[config.mk]
export PLATFORM = sky130hd
export DESIGN_NAME = overscan_window
export DESIGN_NICKNAME = d
export VERILOG_FILES = /design/src/rtl/overscan_window.sv
export SDC_FILE = /design/constraint.sdc
export NUM_CORES = 1
export LEC_CHECK = 0
export BUFFER_PORTS_ARGS = -buffer_cell sky130_fd_sc_hd__buf_2
export CORE_AREA = 2 2 141 143
export DETAILED_ROUTE_END_ITERATION = 12
export DIE_AREA = 0 0 143 145
export MAX_ROUTING_LAYER = met4
export PLACE_DENSITY = 0.71
export SYNTH_ARGS = -nofsm -noshare
export SYNTH_HDL_FRONTEND = slang
export SYNTH_SLANG_ARGS = --single-unit
export TNS_END_PERCENT = 100
[constraint.sdc]
create_clock -name clk -period 4 [get_ports clk]
set_input_delay 0.8 -clock clk [delete_from_list [all_inputs] [get_ports clk]]
set_output_delay 0.8 -clock clk [all_outputs]
set_load 0.01 [all_outputs]
[src/rtl/overscan_window.sv]
module overscan_window #(
  parameter int CW      = 12,
  parameter int PW      = 24,
  parameter int DBG_PAD = 2
) (
  input  logic          clk,
  input  logic          rst_n,
  input  logic [CW-1:0] cfg_h_active,
  input  logic [CW-1:0] cfg_v_active,
  input  logic [CW-1:0] cfg_win_x,
  input  logic [CW-1:0] cfg_win_y,
  input  logic [CW-1:0] cfg_win_w,
  input  logic [CW-1:0] cfg_win_h,
  input  logic          cfg_dbg_widen,
  input  logic [PW-1:0] cfg_border_color,
  input  logic          frame_start,
  input  logic          line_start,
  input  logic          de_in,
  input  logic [PW-1:0] pix_in,
  output logic [PW-1:0] pix_out,
  output logic          inside_out,
  output logic          cfg_err
);
  localparam int SW = CW + 3;

  logic [SW-1:0] pad, rgt_raw, bot_raw, rgt_cl, bot_cl, r_edge_raw, b_edge_raw;
  logic [CW-1:0] l_edge_q, t_edge_q, r_edge_q, b_edge_q;
  logic [PW-1:0] bc_q;
  logic [CW-1:0] col_q, row_q, col_cur, row_cur;
  logic          seen_q, in_win;

  assign pad     = cfg_dbg_widen ? SW'(DBG_PAD) : '0;
  assign rgt_raw = SW'(cfg_h_active) - SW'(cfg_win_x) - SW'(cfg_win_w) + pad;
  assign bot_raw = SW'(cfg_v_active) - SW'(cfg_win_y) - SW'(cfg_win_h) + pad;
  assign rgt_cl  = rgt_raw[SW-1] ? '0 : rgt_raw;
  assign bot_cl  = bot_raw[SW-1] ? '0 : bot_raw;
  assign r_edge_raw = SW'(cfg_h_active) - rgt_cl;
  assign b_edge_raw = SW'(cfg_v_active) - bot_cl;

  always_ff @(posedge clk or negedge rst_n) begin
    if (!rst_n) begin
      l_edge_q <= '0;
      t_edge_q <= '0;
      r_edge_q <= '0;
      b_edge_q <= '0;
      bc_q     <= '0;
      cfg_err  <= 1'b0;
    end else if (frame_start) begin
      l_edge_q <= cfg_win_x;
      t_edge_q <= cfg_win_y;
      r_edge_q <= r_edge_raw[SW-1] ? '0 : r_edge_raw[CW-1:0];
      b_edge_q <= b_edge_raw[SW-1] ? '0 : b_edge_raw[CW-1:0];
      bc_q     <= cfg_border_color;
      if (rgt_raw[SW-1] || bot_raw[SW-1]) cfg_err <= 1'b1;
    end
  end

  assign col_cur = (line_start || frame_start) ? '0 : col_q;
  assign row_cur = frame_start ? '0 : ((line_start && seen_q) ? row_q + 1'b1 : row_q);

  always_ff @(posedge clk or negedge rst_n) begin
    if (!rst_n) begin
      col_q  <= '0;
      row_q  <= '0;
      seen_q <= 1'b0;
    end else begin
      col_q  <= de_in ? col_cur + 1'b1 : col_cur;
      row_q  <= row_cur;
      seen_q <= (line_start || frame_start) ? de_in : (seen_q || de_in);
    end
  end

  assign in_win = de_in && (col_cur >= l_edge_q) && (col_cur < r_edge_q) &&
                  (row_cur >= t_edge_q) && (row_cur < b_edge_q);

  always_ff @(posedge clk or negedge rst_n) begin
    if (!rst_n) begin
      pix_out    <= '0;
      inside_out <= 1'b0;
    end else begin
      pix_out    <= in_win ? pix_in : bc_q;
      inside_out <= in_win;
    end
  end
endmodule


* Word level (Yosys, flattened, before mapping) *
Index checks and enable logic that the tools add are counted.

storage, ports and cells
  input bits = 126
  register bits = 123
  logic and storage cells = 45
  output and inout bits = 26

operators by class
  $add $sub $neg = 10
  order comparisons = 4
  reduce and logical (&&, ||, !) cells = 9
  multiplexer cells = 11

operators by type and width
  operator               number
  $mux 12                6
  $add 14x3->15          2
  $sub 12x14->15         2
  $mux 14                2
  $sub 13x13->14         2
  $sub 12x12->13         2
  $add 12x1->12 const B  2
  $ge 12x12->1           2
  $lt 12x12->1           2
  $mux 24                1
  $logic_and 1x1->1      5
  $logic_or 1x1->1       3
  $mux 2                 1
  $reduce_and 2->1       1
  $mux 1                 1

* Longest topological paths before layout *
  depth after elaboration = 8
  gate-level depth with buffers = 29

* Worst setup path before layout *
No wires, ideal clock.

  path kind = input to register
  start point = in cfg_h_active[0]
  end point = reg r_edge_q[11]
  library setup time = 0.131 ns
  data arrival time = 5.776 ns
  path slack = -1.907 ns
  cell stages on the path = 26
  path through = inv_1 > ha_1 > inv_1 > fa_1 > a21o_1 > a21oi_1 > nor2b_1 > o21a_1 > o41a_1 > a221oi_2 > xnor2_1 > ha_1 > ha_1 > and3_1 > a21o_1 > o21bai_1 > clkbuf_1 > nand2_1 > ha_1 > or3_1 > o21ai_0 > a21oi_1 > a41o_1 > o41ai_1 > xor2_1 > o22ai_1

on the way
  cells in the longest elaborated chain, start to end = 6

ends and longest elaborated chain
  element                 RTL line  text
  start: declaration      8         input logic [CW-1:0] cfg_h_active,
  $sub 12x12->13          33        assign rgt_raw = SW'(cfg_h_active) - SW'(cfg_win_x) - SW'(cfg_win_w) + pad;
  $sub 13x13->14          33
  $add 14x3->15           33
  $mux 14                 35        assign rgt_cl = rgt_raw[SW-1] ? '0 : rgt_raw;
  $sub 12x14->15 *        37        assign r_edge_raw = SW'(cfg_h_active) - rgt_cl;
  $mux 12 *               51        r_edge_q <= r_edge_raw[SW-1] ? '0 : r_edge_raw[CW-1:0];
  end signal: assignment  51
  end: declaration        27        logic [CW-1:0] l_edge_q, t_edge_q, r_edge_q, b_edge_q;

Every way passes the cells marked *; elsewhere a longest branch is shown, timed or not.
A chain may end at the register's enable or synchronous reset.

* Final worst setup path *
  start point = in cfg_h_active[0]
  end point = reg r_edge_q[2]

Same word-level chain as after synthesis.

==> results.md <==
- Num ports: 152
- FP Rows: 51
- CTS tree: built
- Total GRT Usage: 0.246
- Tot Pwr: 0.00574 W
- DP HPWL: 18300 um
- Synthesized area: 9450 um^2
- Via-per-instance ratio: 5.11
- Average wire per standard cell: 14.5 um
- CTS Hold Buffers Added: 0
- FMAX: 182 MHz
- Worst-path cell with the longest stage delay: fa_2
- FILL cells: 1458
- # DRC: 0
- Clk slew on worst S/H paths: 50 ps
- Cell Area, Placed: 12300 um^2
- DIE AREA: 20700 um^2
- Final count of pins violating max slew: 0
- Initial antenna violation count: 0
- PortBufs: 151
- Yosys synthesis warning count: 0
- Critical path's largest stage delay: 390 ps
- Max Cap Viol: 0
- Clock Skews: 8.60 ps
- HP Class: in2async
- Critical Path RT: 4280 ps
- Static Leak: 6.92 nW
- Top-area cell type share of the netlist area: 0.326
- Mapped Nets: 1263
- Worst Setup Slack, final: -1500 ps
- Cts bufs inserted: 17
- Layout Cells excl Fill: 1648
- Syn_area_per_cell: 9.59 um^2
- CP startpoint kind: primary input
- Total grt overflow: 0
- Vias in the first global route: 8811
- Synth area leaders: dfrtp_1 (33%), ha_1 (19%), inv_1 (4.3%)
- Worst-Skew Late Latency: 420 ps
- Total routed wirelength: 23900 um
- Worst vdd ir: 241 uV
- # nets final: 1648
- Antenna fix cells: 0
- Failing checks: negative setup slack
- Clock Tree Root: clkbuf_16
- Hold Vio Cnt, Final: 0
- Global-route wire length before repair: 40300 um
- Antenna Nets Post-Route: 0
- Fin crit period: 5500 ps
- DRT iter0 DRCs: 364
- Yosys top cell by area: dfrtp_1
- Die Span Y: 145 um
- Post-synth cell types: 61
- CTS H-Tree Depth: 4
- Slew headroom: 0.549
- Placer Congestion: 0.842
- Worst EP arrival: 5780 ps
- Die X-Extent: 143 um
- Area occupied by multi-input gates: 6330 um^2
- Status: finished with violations
- EDFF count, synth: 0
- Post-synth top cells: ha_1 (144), dfrtp_1 (123), inv_1 (109)
- Most used DFF post-synth: dfrtp_1
- Most frequent cell after synthesis: ha_1
- Largest buffer count on any clock path: 2
- Via Count: 8416
- #FFs+latches synth: 123
- Pwr Density: 428 nW/um^2
- TritonCTS Sinks: 123
- Design Area, Final: 13400 um^2
- Critical Path Fanout Max: 6
- Synth Instances: 985
- Placed insts: 1581
- Starting density of the core: 0.492
- Post-synthesis sequential area ratio: 0.326
- Setup TNS: -32680 ps
- CP Capture Type: flip-flop
- Reg area: 3080 um^2
- Largest net degree at the start of global routing: 71
- Slew @ Worst Pin: 676 ps
- Post-synth ARST share: 1.00
- Syn-to-layout area delta: 41.9%
- CORE AREA: 19200 um^2
- Router iterations before antenna repair: 7
- Period Utilization, post-route: 1.38
- Setup violations, final: 25
- Share of cells above drive strength 1: 0.399
- CP Class: in2reg
- RSZ-0062 raised after global routing: true
## what timing repair did
action,4_1_cts,5_1_grt
hold endpoints to repair,0,0
cloned,2,0
gates resized for setup,45,13
pin swaps,31,11
setup buffers,24,9
setup endpoints to repair,25,25
## critical path, delay by kind of cell
family | cells | cell delay (ps)
compound gates | 11 | 2000
xor+xnor | 1 | 180
fa+ha+maj | 5 | 1440
buf+inv | 6 | 680
simple gates | 6 | 680
## per-layer routing
layer / global-route usage / wire, um / vias to the layer above / share of wire
li1: - / - / 4250 / -
met1: 0.306 / 10800 / 3952 / 0.45
met2: 0.412 / 11600 / 179 / 0.48
met3: 0.0396 / 1020 / 35 / 0.043
met4: 0.0678 / 503 / 0 / 0.021
met5: - / 0 / - / 0
## final timing paths
check,cells after the start,endpoint,start,slack [ps]
setup / recovery,29,r_edge_q[2]$_DFFE_PN0P_,cfg_h_active[0],-1500
hold / removal,1,bc_q[21]$_DFFE_PN0P_,rst_n,420
setup reg to reg,15,pix_out[7]$_DFF_PN0_,row_q[3]$_DFF_PN0_,520
hold reg to reg,1,cfg_err$_DFFE_PN0P_,cfg_err$_DFFE_PN0P_,470
max in group asynchronous,2,l_edge_q[1]$_DFFE_PN0P_,rst_n,2770
min in group clk,1,cfg_err$_DFFE_PN0P_,cfg_err$_DFFE_PN0P_,470
## kinds of logic (layout without fill, tap and decap cells)
group / count (synthesis) / in the layout / synth area share
AND/OR/NAND/NOR: 228 / 228 / 0.119
XOR/XNOR: 72 / 72 / 0.0667
flip-flops: 123 / 123 / 0.326
buffers and inverters: 130 / 528 / 0.0538
multiplexers: 52 / 52 / 0.0694
AO/OA/AOI/OAI: 228 / 228 / 0.157
adder cells (fa/ha/maj): 152 / 152 / 0.208
## power by group
group	leakage [nW]	internal, W	total [W]	switching, W
sequential	1.53	0.00142	0.00148	0.0000563
clock	0.290	0.000984	0.00153	0.000550
combinational	5.10	0.00144	0.00273	0.00129
## final cells by class
cell class | instances | area share
multi-input combinational | 732 | 0.472
sequential | 123 | 0.230
timing repair buffer | 387 | 0.196
clock buffer | 23 | 0.0364
inverter | 109 | 0.0324
tap | 265 | 0.0247
clock inverter | 9 | 0.00831
## metrics by stage
stage          hold WS [ps]  worst slack [ps]   util
6_report                418             -1500  0.698
2_1_floorplan           456             -1630      -
3_3_place_gp            463             -2010  0.640
3_5_place_dp            461             -2130  0.640
4_1_cts                 435             -1460  0.691
5_1_grt                 463             -1720  0.698
## registers in the layout, summed over array words and instances, names as in the netlist
register    count
row_q          12
inside_out      1
cfg_err         1
bc_q           24
r_edge_q       12
b_edge_q       12
col_q          12
seen_q          1
pix_out        24
l_edge_q       12
t_edge_q       12
## cell usage in the layout (no fill, tap or decap), drive strengths merged, types with 23 or more instances in the layout
| cell type | netlist | final |
|---|---|---|
| buf | 7 | 387 |
| a21oi | 46 | 46 |
| dfrtp | 123 | 123 |
| o21ai | 56 | 56 |
| ha | 144 | 144 |
| inv | 109 | 110 |
| nor2 | 44 | 44 |
| mux2 | 51 | 51 |
| xor2 | 28 | 28 |
| xnor2 | 44 | 44 |
| a21o | 29 | 29 |
| clkbuf | 14 | 23 |
| nand2 | 78 | 78 |
Note: power is estimated with default switching activity, not from simulation.
